`config.mk`:
```
export PLATFORM = sky130hd
export DESIGN_NAME = ifetch_ctrl
export DESIGN_NICKNAME = d
export VERILOG_FILES = /design/src/rtl/ifetch_ctrl.sv
export SDC_FILE = /design/constraint.sdc
export NUM_CORES = 1
export LEC_CHECK = 0
export CAP_MARGIN = 20
export CORE_MARGIN = 4
export CORE_UTILIZATION = 40
export DETAILED_ROUTE_END_ITERATION = 10
export DONT_BUFFER_PORTS = 1
export PLACE_DENSITY = 0.57
export SETUP_SLACK_MARGIN = 0.1
export SYNTH_ARGS = -nofsm -noshare
export SYNTH_HDL_FRONTEND = slang
export SYNTH_SLANG_ARGS = --single-unit
```
`constraint.sdc`:
```
create_clock -name clk -period 6.75 [get_ports clk]
set_clock_uncertainty 0.05 [all_clocks]
set_input_delay 1.35 -clock clk [delete_from_list [all_inputs] [get_ports clk]]
set_output_delay 1.35 -clock clk [all_outputs]
set_load 0.01 [all_outputs]
```
`src/rtl/ifetch_ctrl.sv`:
```
module ifetch_ctrl #(
  parameter int AW      = 16,
  parameter int RGN_LSB = 10
) (
  input  logic          clk,
  input  logic          rst_n,
  input  logic [AW-1:0] cpu_addr,
  input  logic          cpu_mreq_n,
  input  logic          cpu_seq,
  output logic          cpu_wait,
  output logic [31:0]   cpu_rdata,
  output logic          mem_en,
  output logic [AW-3:0] mem_addr,
  input  logic [31:0]   mem_rdata
);
  localparam int WA = AW - 2;
  localparam int RW = AW - RGN_LSB;

  logic          dp_fetch, dp_slow, dp_stage;
  logic [WA-1:0] dp_word;
  logic [AW-1:0] last_addr, bcast_addr;
  logic [RW-1:0] rgn_tag;
  logic          rgn_valid, prev_int;

  wire fetch   = !cpu_mreq_n;
  wire is_s    = !cpu_mreq_n && cpu_seq;
  wire is_i    = cpu_mreq_n && !cpu_seq;
  wire seq_ok  = (cpu_addr == last_addr + AW'(4)) && (cpu_addr[AW-1:RGN_LSB] == rgn_tag);
  wire fast    = is_s && rgn_valid && (prev_int ? (cpu_addr == bcast_addr) : seq_ok);

  assign cpu_wait  = dp_fetch && dp_slow && !dp_stage;
  assign mem_en    = cpu_wait || fast;
  assign mem_addr  = cpu_wait ? dp_word : cpu_addr[AW-1:2];
  assign cpu_rdata = mem_rdata;

  always_ff @(posedge clk) begin
    if (!rst_n) begin
      dp_fetch   <= 1'b0;
      dp_slow    <= 1'b0;
      dp_stage   <= 1'b0;
      dp_word    <= '0;
      last_addr  <= '0;
      bcast_addr <= '0;
      rgn_tag    <= '0;
      rgn_valid  <= 1'b0;
      prev_int   <= 1'b0;
    end else if (cpu_wait) begin
      dp_stage <= 1'b1;
    end else begin
      dp_fetch <= fetch;
      dp_slow  <= !fast;
      dp_stage <= 1'b0;
      dp_word  <= cpu_addr[AW-1:2];
      prev_int <= is_i;
      if (is_i) bcast_addr <= cpu_addr;
      if (fetch) begin
        last_addr <= cpu_addr;
        rgn_tag   <= cpu_addr[AW-1:RGN_LSB];
        rgn_valid <= 1'b1;
      end
    end
  end

  // a fresh fetch accepted now is stretched in its data phase
  a_r1_fresh_waits: assert property (@(posedge clk) disable iff (!rst_n)
    (!cpu_mreq_n && !cpu_seq && !cpu_wait) |=> cpu_wait);

  // internal and idle cycles touch no memory and leave no wait behind
  a_r2_no_access_internal: assert property (@(posedge clk) disable iff (!rst_n)
    (cpu_mreq_n && !cpu_wait) |-> !mem_en);
  a_r2_no_wait_after: assert property (@(posedge clk) disable iff (!rst_n)
    (cpu_mreq_n && !cpu_wait) |=> !cpu_wait);

  // a launched address-phase fetch needs no wait
  a_r3_fast_no_wait: assert property (@(posedge clk) disable iff (!rst_n)
    (mem_en && !cpu_wait) |=> !cpu_wait);

  // nothing is fast before the first fetch after reset
  a_r6_first_slow: assert property (@(posedge clk) disable iff (!rst_n)
    (!rgn_valid && !cpu_mreq_n && !cpu_wait) |=> cpu_wait);

  // one wait cycle, serving the stalled fetch's address
  a_r8_single_wait: assert property (@(posedge clk) disable iff (!rst_n)
    cpu_wait |=> !cpu_wait);
  a_r8_wait_addr: assert property (@(posedge clk) disable iff (!rst_n)
    cpu_wait |-> (mem_en && mem_addr == $past(cpu_addr[AW-1:2])));
endmodule

```
==> flow_summary.toml <==
[status]
status = "finished, final reports clean"

[die]
initial_core_util = 0.419
rows = 29
dieArea_sq_um = 8140
die_w_microns = 90.2
coreArea_sq_um = 6460
fp.dieH_microns = 90.2
ioPinCount = 100

[clocking]
post_cts_buffers = 0
numCtsBuffers = 5
clk_pin_slew_ps = 90
cts.htree.levels = 2
root_buffer = "clkbuf_8"
worstSkewPairLatency_ps = 300
cts_hold_buf = 0
ctsResizeCount = 0
cts_tree = "built"
clockBufferDepth = 2
cts_sinks = 51

[cells_and_area]
final_nets = 354
antenna_cells = 0
fin_cells = 379
drive_gt1_frac = 0.0397
syn_to_final_growth_pct = -3.98
final_common_cell = "nand2_1"
final_cell_mix = "nand2_1, dfxtp_1, a21boi_0"

[yosys]
synth_warnings = 0
syn-num-nets = 396
synth.distinct_cells = 32
postSynthAreaPerCell_sq_um = 7.89
synth_area_sq_um = 2710
ys_ff_latch = 51
netlist_instances = 343
seq_area_frac_synth = 0.377

[pwr]
power_density_nw_per_um2 = 226
vdd_ir_drop_max_uv = 84.8
p_total_mw = 0.587
p_leak_nw = 0.978

[job]
max_cap_violations = 0

[sta]
rsz0062_at_grt = "false"
setup_viol = 0
hold_viol = 0
relSlewSlack = 0.535
period_needed_ps = 3970
fin_ws_ps = 2780
worst_slew_pin_slew_ps = 697
max_freq_mhz = 252
fin_crit_sh = 0.587
setup_tns_ps = 0
drv_slew = 0

[critical_path]
cp.arrival_ps = 2570
cp-start-kind = "primary input"
crit_type = "in2out"
crit_chain = "xnor2_1, or4b_1, a211oi_2, a41oi_1, nand2_1"
cp_max_fo = 5
crit_required_ps = 5350
worst_setup_path_end_kind = "output port"
cp_slowest_cell = "or4b_1"
slowest_delay_ps = 520

[grt]
grt_pass1_vias = 1822
grt_antenna_before_repair = 0
grt_max_degree = 52
globalRouteOverflowTotal = 0
grt_pass1_wl_mm = 9.58
grt_use_total = 0.145

[drt]
dr.pass1.iters = 4
via_per_inst = 5.07
first_iter_violations = 90
drc = 0
wl_mm = 5.85
ant_nets = 0
vias = 1922
avgRoutedWirePerCell_microns = 15.4

[min_path]
min_path_type = "reg2reg"

[placement]
portBuffers = 0
dp_slack_ps = 2770
gp_congestion = 0.831
hpwl_mm = 4.06
dp.cells = 371
[Yosys cell counts]
library cell / number / area (sq um)
a211oi_2: 1 / 12.5
o22ai_1: 1 / 6.26
nor4_1: 5 / 31.3
or4_1: 1 / 7.51
buf_4: 32 / 240
xor2_1: 14 / 123
o221ai_1: 1 / 8.76
nand4_1: 5 / 31.3
and2_1: 16 / 100
nor3b_1: 2 / 15.0
buf_2: 6 / 30.0
dfxtp_1: 51 / 1020
ha_1: 1 / 12.5
or4b_1: 1 / 10.0
nand2_1: 112 / 420
nor2b_1: 1 / 6.26
o21ai_0: 2 / 10.0
clkbuf_1: 13 / 48.8
nor2_1: 4 / 15.0
nand2b_1: 1 / 6.26
o21a_1: 3 / 22.5
xnor2_1: 21 / 184
nand3_1: 6 / 30.0
or2_2: 2 / 12.5
nand3b_1: 1 / 7.51
nor3_1: 1 / 5.00
a21boi_0: 33 / 248
o311ai_0: 1 / 8.76
or3_1: 1 / 6.26
inv_1: 2 / 7.51
a41oi_1: 1 / 8.76
and4_1: 1 / 8.76
[cells by family (layout without fill, tap and decap cells)]
kind of cell / after synthesis / in the layout / synth area share
simple gates: 160 / 160 / 0.264
buf+inv: 53 / 12 / 0.121
flops: 51 / 51 / 0.377
compound gates: 43 / 43 / 0.120
xor+xnor: 35 / 35 / 0.113
fa+ha+maj: 1 / 1 / 0.00462
[metal layers]
metal	GRT usage	routed length, microns	up-vias
met1	0.202	2890	888
met4	0.0421	73	0
li1	-	-	985
met3	0.0376	282	13
met5	0	0	-
met2	0.222	2610	36
[layout make-up]
type                    count  area [sq um]
repair buffers              2          15.0
clock buffers               8           100
inverters                   2          7.51
well taps                  77          96.3
multi-input cells         239          1360
flip-flops and latches     51          1020
fillers                   680          3860
[where the power goes]
part / switching [mW] / total, mW / leakage [nW] / internal (mW)
registers: 0.0107 / 0.328 / 0.420 / 0.318
clock network: 0.0968 / 0.191 / 0.0515 / 0.0938
logic: 0.0382 / 0.0684 / 0.506 / 0.0303
[worst max-delay path: cells and delay by family]
kind	cells	cell delay [ps]
and+or+nand+nor	2	680
AOI/OAI and AO/OA	2	410
xor gates and xnor gates	1	120
[stage by stage]
| stage | area (sq um) | util | hold WS, ps |
|---|---|---|---|
| floorplan | 2710 | - | 391 |
| global placement | 2500 | 0.387 | 406 |
| detailed placement | 2500 | 0.387 | 413 |
| CTS | 2600 | 0.402 | 431 |
| global route | 2600 | 0.402 | 449 |
| finish | 2600 | 0.402 | 427 |
[state kept, by name (all words and copies together) (netlist names)]
register	flops
bcast_addr	16
last_addr	16
dp_word	14
dp_fetch	1
dp_slow	1
dp_stage	1
prev_int	1
rgn_valid	1
[final timing paths]
kind | cells after the start | from | slack (ps) | endpoint
hold / removal | 2 | bcast_addr[9] | 430 | bcast_addr[9]
setup / recovery | 5 | cpu_addr[6] | 2780 | mem_en
setup reg to reg | 7 | last_addr[2] | 4610 | dp_slow
hold reg to reg | 2 | bcast_addr[9] | 430 | bcast_addr[9]
Power figures use the tool's default switching activity.
